### src/rtl/tmr_pkg.sv
`timescale 1ns/1ps
package tmr_pkg;
  localparam int PSC_W = 3;
  localparam int SRC_W = 2;
  localparam int NSRC  = 1 << SRC_W;
  localparam int DIV_W = (1 << PSC_W) - 1;

  // control word; bit positions are decoded by software
  typedef struct packed {
    logic             one;
    logic [PSC_W-1:0] psc;
    logic [SRC_W-1:0] src;
    logic             rld;
    logic             en;
  } tmr_ctl_t;

  localparam int CTL_W = $bits(tmr_ctl_t);

  localparam logic [3:0] REG_CTL  = 4'h0;
  localparam logic [3:0] REG_INTV = 4'h4;
  localparam logic [3:0] REG_CNT  = 4'h8;
endpackage

### src/rtl/tmr_prescale.sv
`timescale 1ns/1ps
module tmr_prescale
  import tmr_pkg::*;
(
  input  logic             clk,
  input  logic             rst_n,
  input  logic [PSC_W-1:0] psc_i,
  input  logic             src_tk_i,
  input  logic             run_i,
  input  logic             restart_i,
  output logic             pre_tk_o
);
  logic [DIV_W-1:0] pc_q, pc_d;
  logic [DIV_W-1:0] mask;

  always_comb begin
    mask     = ~({DIV_W{1'b1}} << psc_i);
    pre_tk_o = run_i && src_tk_i && ((pc_q & mask) == mask);
    pc_d     = pc_q;
    if (restart_i || !run_i) begin
      pc_d = '0;
    end else if (src_tk_i) begin
      pc_d = pc_q + 1'b1;
    end
  end

  always_ff @(posedge clk or negedge rst_n) begin
    if (!rst_n) begin
      pc_q <= '0;
    end else begin
      pc_q <= pc_d;
    end
  end


  psc_gap_chk: assert property (@(posedge clk) disable iff (!rst_n)
    (pre_tk_o && psc_i != '0) |=> (!pre_tk_o || psc_i != $past(psc_i)));
endmodule

### src/rtl/tmr_channel.sv
`timescale 1ns/1ps
module tmr_channel
  import tmr_pkg::*;
#(
  parameter int CNT_W      = 32,
  parameter int STOP_TICKS = 2,
  localparam int SCNT_W    = $clog2(STOP_TICKS + 1)
)(
  input  logic             clk,
  input  logic             rst_n,
  input  logic             ctl_we,
  input  logic             intv_we,
  input  logic [CNT_W-1:0] wdata,
  input  logic [NSRC-1:0]  tick_vec,
  output tmr_ctl_t         ctl_o,
  output logic [CNT_W-1:0] intv_o,
  output logic [CNT_W-1:0] cnt_o,
  output logic             expire_o
);
  tmr_ctl_t         ctl_q, ctl_d, wctl;
  logic [CNT_W-1:0] intv_q, intv_d, cnt_q, cnt_d;
  logic             act_q, act_d, stop_q, stop_d;
  logic [SCNT_W-1:0] scnt_q, scnt_d;
  logic             src_tk, pre_tk, restart, expire;

  assign wctl    = tmr_ctl_t'(wdata[CTL_W-1:0]);
  assign src_tk  = tick_vec[ctl_q.src];
  assign restart = ctl_we && wctl.en && wctl.rld;
  assign expire  = !ctl_we && pre_tk && (cnt_q == '0);

  tmr_prescale u_psc (
    .clk       (clk),
    .rst_n     (rst_n),
    .psc_i     (ctl_q.psc),
    .src_tk_i  (src_tk),
    .run_i     (act_q),
    .restart_i (restart),
    .pre_tk_o  (pre_tk)
  );

  always_comb begin
    ctl_d  = ctl_q;
    intv_d = intv_q;
    cnt_d  = cnt_q;
    act_d  = act_q;
    stop_d = stop_q;
    scnt_d = scnt_q;
    if (intv_we) begin
      intv_d = wdata;
    end
    if (ctl_we) begin
      ctl_d     = wctl;
      ctl_d.rld = 1'b0;
      if (wctl.en) begin
        act_d  = 1'b1;
        stop_d = 1'b0;
        if (wctl.rld) begin
          cnt_d = intv_q;
        end
      end else if (act_q) begin
        stop_d = 1'b1;
        scnt_d = '0;
      end
    end else begin
      if (pre_tk) begin
        if (cnt_q == '0) begin
          if (ctl_q.one) begin
            act_d    = 1'b0;
            stop_d   = 1'b0;
            ctl_d.en = 1'b0;
          end else begin
            cnt_d = intv_q;
          end
        end else begin
          cnt_d = cnt_q - 1'b1;
        end
      end
      if (stop_q && src_tk && !(expire && ctl_q.one)) begin
        if (scnt_q == SCNT_W'(STOP_TICKS - 1)) begin
          act_d  = 1'b0;
          stop_d = 1'b0;
          scnt_d = '0;
        end else begin
          scnt_d = scnt_q + 1'b1;
        end
      end
    end
  end

  always_ff @(posedge clk or negedge rst_n) begin
    if (!rst_n) begin
      ctl_q  <= '0;
      intv_q <= '0;
      cnt_q  <= '0;
      act_q  <= 1'b0;
      stop_q <= 1'b0;
      scnt_q <= '0;
    end else begin
      ctl_q  <= ctl_d;
      intv_q <= intv_d;
      cnt_q  <= cnt_d;
      act_q  <= act_d;
      stop_q <= stop_d;
      scnt_q <= scnt_d;
    end
  end

  assign ctl_o    = ctl_q;
  assign intv_o   = intv_q;
  assign cnt_o    = cnt_q;
  assign expire_o = expire;


  halt_needs_srctick_chk: assert property (@(posedge clk) disable iff (!rst_n)
    (stop_q && !src_tk && !ctl_we) |=> act_q);

  oneshot_halt_chk: assert property (@(posedge clk) disable iff (!rst_n)
    (expire && ctl_q.one) |=> (!act_q && cnt_q == '0 && !ctl_q.en));

  idle_hold_chk: assert property (@(posedge clk) disable iff (!rst_n)
    (!act_q && !ctl_we) |=> $stable(cnt_q));

  rld_reads_zero_chk: assert property (@(posedge clk) disable iff (!rst_n)
    ctl_we |=> !ctl_q.rld);
endmodule

### src/rtl/tmr_irq.sv
`timescale 1ns/1ps
module tmr_irq #(
  parameter int NUM_CH = 2
)(
  input  logic              clk,
  input  logic              rst_n,
  input  logic              ien_we,
  input  logic              sts_we,
  input  logic [NUM_CH-1:0] wdata,
  input  logic [NUM_CH-1:0] set_i,
  output logic [NUM_CH-1:0] ien_o,
  output logic [NUM_CH-1:0] sts_o,
  output logic              irq_o
);
  logic [NUM_CH-1:0] ien_q, ien_d, sts_q, sts_d, clr;

  always_comb begin
    clr   = sts_we ? wdata : '0;
    ien_d = ien_we ? wdata : ien_q;
    sts_d = (sts_q & ~clr) | set_i;
  end

  always_ff @(posedge clk or negedge rst_n) begin
    if (!rst_n) begin
      ien_q <= '0;
      sts_q <= '0;
    end else begin
      ien_q <= ien_d;
      sts_q <= sts_d;
    end
  end

  assign ien_o = ien_q;
  assign sts_o = sts_q;
  assign irq_o = |(sts_q & ien_q);


  sts_set_chk: assert property (@(posedge clk) disable iff (!rst_n)
    (|set_i) |=> ((sts_q & $past(set_i)) == $past(set_i)));

  sts_w1c_chk: assert property (@(posedge clk) disable iff (!rst_n)
    sts_we |=> ((sts_q & $past(wdata & ~set_i)) == '0));

  irq_masked_chk: assert property (@(posedge clk) disable iff (!rst_n)
    (ien_we && wdata == '0) |=> !irq_o);
endmodule

### src/rtl/evt_timer.sv
`timescale 1ns/1ps
module evt_timer
  import tmr_pkg::*;
#(
  parameter int NUM_CH     = 2,
  parameter int CNT_W      = 32,
  parameter int DATA_W     = 32,
  parameter int ADDR_W     = 8,
  parameter int STOP_TICKS = 2,
  parameter int REF_CODE   = 1,
  localparam int NUM_AUX   = NSRC - 1
)(
  input  logic               clk,
  input  logic               rst_n,
  input  logic [ADDR_W-1:0]  bus_addr,
  input  logic               bus_we,
  input  logic [DATA_W-1:0]  bus_wdata,
  output logic [DATA_W-1:0]  bus_rdata,
  input  logic               ref_tick,
  input  logic [NUM_AUX-1:0] aux_tick,
  output logic               irq
);
  localparam int BLK_W = ADDR_W - 4;

  logic [NSRC-1:0]   tick_vec;
  logic [BLK_W-1:0]  blk;
  logic [3:0]        ofs;
  logic              aligned;
  logic [NUM_CH-1:0] ctl_we, intv_we, expire, ien, sts;
  tmr_ctl_t          ctl_a  [NUM_CH];
  logic [CNT_W-1:0]  intv_a [NUM_CH];
  logic [CNT_W-1:0]  cnt_a  [NUM_CH];

  assign blk     = bus_addr[ADDR_W-1:4];
  assign ofs     = bus_addr[3:0];
  assign aligned = (bus_addr[1:0] == 2'b00);

  // source code to tick input mapping
  for (genvar k = 0; k < NSRC; k++) begin : g_src
    if (k == REF_CODE) begin : g_ref
      assign tick_vec[k] = ref_tick;
    end else if (k < REF_CODE) begin : g_lo
      assign tick_vec[k] = aux_tick[k];
    end else begin : g_hi
      assign tick_vec[k] = aux_tick[k-1];
    end
  end

  for (genvar n = 0; n < NUM_CH; n++) begin : g_ch
    assign ctl_we[n]  = bus_we && aligned && (blk == BLK_W'(n + 1)) && (ofs == REG_CTL);
    assign intv_we[n] = bus_we && aligned && (blk == BLK_W'(n + 1)) && (ofs == REG_INTV);

    tmr_channel #(
      .CNT_W      (CNT_W),
      .STOP_TICKS (STOP_TICKS)
    ) u_ch (
      .clk      (clk),
      .rst_n    (rst_n),
      .ctl_we   (ctl_we[n]),
      .intv_we  (intv_we[n]),
      .wdata    (bus_wdata[CNT_W-1:0]),
      .tick_vec (tick_vec),
      .ctl_o    (ctl_a[n]),
      .intv_o   (intv_a[n]),
      .cnt_o    (cnt_a[n]),
      .expire_o (expire[n])
    );
  end

  tmr_irq #(.NUM_CH(NUM_CH)) u_irq (
    .clk    (clk),
    .rst_n  (rst_n),
    .ien_we (bus_we && aligned && bus_addr == ADDR_W'(0)),
    .sts_we (bus_we && aligned && bus_addr == ADDR_W'(4)),
    .wdata  (bus_wdata[NUM_CH-1:0]),
    .set_i  (expire),
    .ien_o  (ien),
    .sts_o  (sts),
    .irq_o  (irq)
  );

  always_comb begin
    bus_rdata = '0;
    if (aligned) begin
      if (bus_addr == ADDR_W'(0)) begin
        bus_rdata = DATA_W'(ien);
      end else if (bus_addr == ADDR_W'(4)) begin
        bus_rdata = DATA_W'(sts);
      end
      for (int n = 0; n < NUM_CH; n++) begin
        if (blk == BLK_W'(n + 1)) begin
          case (ofs)
            REG_CTL:  bus_rdata = DATA_W'(ctl_a[n]);
            REG_INTV: bus_rdata = DATA_W'(intv_a[n]);
            REG_CNT:  bus_rdata = DATA_W'(cnt_a[n]);
            default:  bus_rdata = '0;
          endcase
        end
      end
    end
  end


  cnt_write_ignored_chk: assert property (@(posedge clk) disable iff (!rst_n)
    (bus_we && bus_addr == ADDR_W'(8'h18) && !$past(ctl_we[0]) && ctl_a[0].en == 1'b0
      && !ctl_we[0]) |=> $stable(cnt_a[0]));
endmodule

### config.mk
export PLATFORM = sky130hd
export DESIGN_NAME = evt_timer
export DESIGN_NICKNAME = d
export VERILOG_FILES = /design/src/rtl/tmr_pkg.sv /design/src/rtl/tmr_prescale.sv /design/src/rtl/tmr_channel.sv /design/src/rtl/tmr_irq.sv /design/src/rtl/evt_timer.sv
export SDC_FILE = /design/constraint.sdc
export NUM_CORES = 1
export LEC_CHECK = 0
export CAP_MARGIN = 15
export CELL_PAD_IN_SITES_DETAIL_PLACEMENT = 0
export CELL_PAD_IN_SITES_GLOBAL_PLACEMENT = 1
export CORE_UTILIZATION = 35
export DETAILED_ROUTE_END_ITERATION = 8
export DONT_BUFFER_PORTS = 1
export GPL_ROUTABILITY_DRIVEN = 0
export MAX_ROUTING_LAYER = met4
export PLACE_DENSITY_LB_ADDON = 0.3
export RECOVER_POWER = 100
export SYNTH_ARGS = -nofsm -noshare
export SYNTH_HDL_FRONTEND = slang
export SYNTH_SLANG_ARGS = --single-unit
### constraint.sdc
create_clock -name clk -period 5.9 [get_ports clk]
set_input_delay 0.59 -clock clk [delete_from_list [all_inputs] [get_ports clk]]
set_output_delay 0.59 -clock clk [all_outputs]
set_load 0.02 [all_outputs]
==> results of run 1 <==
## final cells by class
class	count	area, µm²	area share, %
diodes	2	5.00	0.0484
clock buffers	19	433	4.19
clock inverters	13	203	1.96
inverters	18	67.6	0.654
multi-input cells	791	4960	48.0
flip-flops and latches	168	4200	40.7
well taps	341	427	4.13
repair buffers	6	35.0	0.339
## final timing paths
path	slack, ps	cells past startpoint	endpoint
setup / recovery	1640	1	g_ch[1].u_ch.cnt_o[17]
hold / removal	240	1	g_ch[1].u_ch.stop_q
setup reg to reg	2500	9	g_ch[0].u_ch.cnt_o[14]
hold reg to reg	510	2	g_ch[1].u_ch.scnt_q[1]
max in group clk	1730	3	bus_rdata[9]
min in group asynchronous	1540	1	g_ch[0].u_ch.cnt_o[17]
## sequential cells by signal, indices dropped and copies added, names as in the netlist
register              cells
g_ch.u_ch.cnt_o          64
g_ch.u_ch.intv_o         64
g_ch.u_ch.ctl_o          14
g_ch.u_ch.u_psc.pc_q     14
g_ch.u_ch.scnt_q          4
g_ch.u_ch.act_q           2
g_ch.u_ch.stop_q          2
u_irq.ien_o               2
u_irq.sts_o               2
## routing by layer
metal	wire length, µm	part of all wire (%)	track usage [%]
met1	14300	48	32.0
met2	13600	45	32.2
met3	1460	4.9	3.42
met4	692	2.3	6.96
met5	0	0	-
## cell usage in the layout (no fill, tap or decap), types with 4 or more instances in the layout
| cell type | instances |
|---|---|
| mux2_2 | 65 |
| and3_1 | 4 |
| clkbuf_1 | 4 |
| nor3_1 | 28 |
| a21o_1 | 7 |
| nand3_1 | 40 |
| nand2_1 | 98 |
| nor3b_1 | 4 |
| nand2b_1 | 10 |
| nand4_1 | 24 |
| a21oi_1 | 105 |
| nor2_1 | 79 |
| o2bb2ai_1 | 12 |
| o22ai_1 | 32 |
| inv_6 | 5 |
| a21boi_0 | 4 |
| xnor2_1 | 6 |
| dfrtp_1 | 168 |
| bufinv_16 | 4 |
| nor4b_1 | 4 |
| or4_4 | 5 |
| nor4_1 | 17 |
| a211oi_1 | 4 |
| ha_1 | 5 |
| xor2_1 | 6 |
| a22o_1 | 6 |
| or3_1 | 8 |
| o21ai_0 | 93 |
| a32oi_1 | 5 |
| clkbuf_16 | 17 |
| a22oi_1 | 52 |
| inv_1 | 18 |
| mux2i_1 | 19 |
## where the power goes
group	switching, mW	total, mW	leakage [nW]	internal, mW
Clock	0.523	1.25	0.313	0.725
Combinational	0.0836	0.135	1.82	0.0514
Sequential	0.0435	1.23	2.28	1.19
Total	0.650	2.61	4.42	1.96
## repair_timing
action | in CTS | in global routing
endpoints found under the hold margin | 168 | 0
gates resized for setup | 0 | 0
hold buffers | 1 | 0
## metrics by stage
step	cells	total power, mW
after floorplan	1045	1.33
after global placement	1323	1.36
after detailed placement	1323	1.36
after CTS	1356	2.63
after global routing	1358	2.71
final	1358	2.61
## cells by family (layout without fill, tap and decap cells)
kind of cell	Yosys count	count (layout)
XOR/XNOR	12	12
other	0	2
AO/OA/AOI/OAI	341	341
adder cells (fa/ha/maj)	5	5
buffers and inverters	86	56
multiplexers	86	86
flip-flops	168	168
AND/OR/NAND/NOR	347	347
==> impl_metrics.csv, run 1 <==
group,metric,value,unit
yosys,synth_top_family_by_area,"compound AO/OA/AOI/OAI gates",
setup_path,cp_top_family,"buffers and inverters",
setup_path,endpoint_kind,"asynchronous set/reset pin",
die,coreArea,26800,µm²
die,dieArea,27900,µm²
setup_path,cp.arrival,3760,ps
setup_path,r2r-start,"g_ch[0].u_ch.cnt_o[0]",
detailed_routing,drtIter0Drc,673,
setup_path,startpoint_type,"primary input",
timing,whs,240,ps
die,pin_count,80,
timing,grt_setup_unrepaired,"false",
setup_path,path_cells,"clkbuf_2",
timing,fin_crit,4260,ps
cts,cts_sinks,168,
placement,dpl.hpwl,20800,µm
grt,grt_max_degree,169,
yosys,yosys_most_used_dff,"dfrtp_1",
placement,placed_area,9720,µm²
yosys,synth-edff-count,0,
setup_path,worstSetupPathType,"in -> async",
yosys,synth_area_leader_cell,"dfrtp_1",
yosys,synth-compound-area-share,21.7,%
die,start_util,35.5,%
grt,grt.overflow.total,0,
timing,tightest_slew,4420,ps
setup_path,critPathSlowestCell,"clkbuf_2",
detailed_routing,dr.pass1.iters,5,
yosys,ys_ff_latch,168,
layout,final_util,38.6,%
setup_path,crit_start,"rst_n",
grt,grtUsageTotal,22.4,%
cts,postCtsSetupRepairBufs,0,
cts,htreeDepth,4,
layout,final_area,10300,µm²
yosys,netlist_instances,1045,
layout,syn_to_final_growth,8.54,%
detailed_routing,wl_per_cell,22.1,µm
placement,pre_cts_slack,1940,ps
worst_hold_path,worstHoldStart,"bus_wdata[0]",
cts,cts_tree,"built",
timing,skew,13.9,ps
cts,cts_buffer_depth,2,
cts,cts_buffers,17,
die,die_y,167,µm
timing,finalSetupViolations,0,
grt,grt_pass1_vias,7382,
die,dieWidth,167,µm
yosys,synthArstFlopShare,100,%
yosys,yosys.area_share.xor_xnor,1.10,%
power,power_density,253,nW/µm²
grt,grt_pass1_wl,46200,µm
yosys,synth_top_area_share,44.2,%
timing,fmax,0.235,GHz
timing,setup_tns,0,ps
yosys,synth-adder-area-share,0.657,%
worst_hold_path,min_path_type,"in -> reg",
yosys,seq_area_frac_synth,44.2,%
yosys,synth-simple-area-share,18.3,%
flow_run,drv_cap,3,
detailed_routing,viasPerCell,5.87,
timing,slew_violations,237,
yosys,muxShareOfSynthArea,10.2,%
yosys,syn_nets,1097,
layout,nets,1054,
setup_path,crit_fanout,168,
detailed_routing,vias,7971,
grt,antenna_found_initial,1,
power,ir_drop,0.000139,V
yosys,synth_area_leaders,"dfrtp_1 (44%), mux2_2 (7.7%), a21oi_1 (5.5%)",
setup_path,worst-path-buf-inv,1,
run_status,status,"finished with violations",
cts,cts.root.buffer_cell,"clkbuf_16",
detailed_routing,ant_nets,0,
timing,fin_crit_sh,72.2,%
setup_path,slowest_delay,2860,ps
layout,fillers,2667,
die,row_count,60,
timing,maxSlewHeadroom,-194,%
cts,clk_latency,440,ps
yosys,yosys_warnings,0,
setup_path,cp_data_required_time,5400,ps
timing,fin_ws,1640,ps
timing,finalHoldViolations,0,
yosys,synth_most_common_cell,"dfrtp_1",
layout,drive_above_1_share,11.9,%
yosys,syn_area_per_cell,9.11,µm²
detailed_routing,drc_errors,0,
detailed_routing,routed_wl,30000,µm
yosys,yosysUniqueCellTypes,67,
yosys,syn_area,9520,µm²
cts,path_clk_slew,70,ps
placement,io_buffers,0,
run_status,failed_checks,"capacitance limit, slew limit",
power,leakagePower,4.42,nW
yosys,synthTopCellsByCount,"dfrtp_1 (168), a21oi_1 (105), nand2_1 (98)",
(Power assumes the default switching activity.)
==> run 2: changes to the inputs <==
clock period = 4.1 ns   (was 5.9 ns; I/O delays follow)
==> run 2 against run 1 <==
The run ends with hold timing, capacitance limit, slew limit left. Critical path depth up 4. Flip-flop and latch count unchanged. Utilization about the same. Sequential power up 44%. Die area unchanged. Critical endpoint is now g_ch[1].u_ch.intv_o[20]. Largest power group is now registers. Highest routed layer unchanged.
==> impl_metrics.csv, run 2 (synthesis results as in run 1) <==
group,metric,value,unit
run_status,status,"finished with violations",
run_status,failed_checks,"hold timing, capacitance limit, slew limit",
die,row_count,60,
power,leakagePower,4.41,nW
timing,fin_ws,550,ps
die,die_y,167,µm
placement,pre_cts_slack,917,ps
setup_path,r2r-start,"g_ch[1].u_ch.cnt_o[14]",
cts,htreeDepth,4,
layout,final_cell_mix,"dfrtp_1 (168), a21oi_1 (105), nand2_1 (98)",
detailed_routing,ant_nets,0,
setup_path,startpoint_type,"primary input",
timing,maxSlewHeadroom,-20.6,%
grt,antenna_found_initial,0,
timing,fmax,0.282,GHz
detailed_routing,viasPerCell,5.93,
cts,cts_sinks,168,
setup_path,cp.arrival,3870,ps
setup_path,cp_data_required_time,4420,ps
cts,cts_buffers,17,
die,start_util,35.5,%
timing,tightest_slew,1810,ps
worst_hold_path,min_path_type,"in -> async",
timing,slew_violations,74,
timing,finalHoldViolations,168,
layout,drive_above_1_share,12.3,%
detailed_routing,drtIter0Drc,564,
layout,final_common_cell,"dfrtp_1",
die,pin_count,80,
cts,cts.root.buffer_cell,"clkbuf_16",
die,dieWidth,167,µm
detailed_routing,routed_wl,30500,µm
layout,syn_to_final_growth,8.53,%
placement,io_buffers,0,
die,coreArea,26800,µm²
timing,grt_setup_unrepaired,"false",
timing,finalSetupViolations,0,
grt,grt_pass1_wl,48200,µm
timing,setup_tns,0,ps
die,dieArea,27900,µm²
cts,cts_tree,"built",
timing,fin_crit,3550,ps
flow_run,drv_cap,2,
grt,grt_pass1_vias,7856,
setup_path,worstSetupPathType,"in -> reg",
cts,cts_resized,0,
cts,cts_buffer_depth,2,
setup_path,crit_start,"bus_addr[1]",
timing,skew,13.7,ps
timing,fin_crit_sh,86.6,%
placement,dpl.hpwl,21700,µm
grt,grtUsageTotal,23.2,%
setup_path,endpoint_kind,"flop",
layout,nets,1065,
power,power_density,339,nW/µm²
cts,clk_latency,440,ps
grt,grt.overflow.total,0,
detailed_routing,dr.pass1.iters,8,
power,ir_drop,0.000246,V
detailed_routing,drc_errors,0,
detailed_routing,vias,8111,
detailed_routing,wl_per_cell,22.3,µm
timing,whs,-329,ps
setup_path,crit_fanout,22,
grt,grt_max_degree,169,
cts,path_clk_slew,70,ps
layout,diodes,0,
run 2: changes by cell type in the layout (fill, tap and decap cells not counted), moves of 3 or more:
cell        previous run  this run
buf_4                  3         9
bufinv_16              4         0
clkbuf_1               4         7
clkbuf_8               0         3
clkinv_4               0         3
clkinvlp_4             0         3
o21ai_0               93        89
o21ai_1                2         6
run 2: layer usage:
metal	share of wire, %	global-route usage, %	up-vias	wire [µm]
met3	4.4	3.49	48	1360
met2	46	34.7	211	14100
li1	-	-	3814	-
met5	0	-	-	0
met1	47	31.7	4038	14300
met4	2.7	8.29	0	831
run 2: final cells by class:
cell class,instances,area (µm²)
clock inverter,10,86.3
fill,2674,16500
sequential,168,4200
inverter,18,67.6
timing repair buffer,17,131
tap,341,427
clock buffer,22,474
multi-input combinational,791,4940
run 2: final timing paths:
path                                              end  slack (ps)  cells after the start
max                           g_ch[1].u_ch.intv_o[20]         550                      5
min in group clk                  g_ch[0].u_ch.stop_q          60                      1
min                           g_ch[0].u_ch.intv_o[15]        -330                      0
min reg2reg                    g_ch[1].u_ch.scnt_q[0]         500                      1
max in group asynchronous  g_ch[1].u_ch.u_psc.pc_q[6]        4050                      0
max reg2reg                    g_ch[1].u_ch.cnt_o[14]         850                      7
run 2: timing repair:
action	4_1_cts	5_1_grt
setup buffers	0	0
hold endpoints to repair	168	168
endpoints found under the setup margin	0	0
run 2: where the power goes:
group | internal [mW] | leakage, nW | switching [mW]
Combinational | 0.0780 | 1.86 | 0.0932
Clock | 0.838 | 0.266 | 0.725
Sequential | 1.71 | 2.28 | 0.0578
Total | 2.62 | 4.41 | 0.876
run 2: worst max-delay path, stage by stage:
cell,delay [ps]
nor3_1,390
and2_0,1270
nand3_1,930
buf_4,510
mux2_2,320
run 2: through the flow:
step                hold slack (ps)  power, mW  instances  utilization, %  area (µm²)
floorplan                       114       1.91       1045               -        9520
global placement                122       1.96       1335            36.7        9830
detailed placement              120       1.97       1335            36.7        9830
CTS                            -348       3.52       1367            38.8       10400
global route                   -352       3.62       1367            38.6       10300
finish                         -329       3.50       1367            38.6       10300
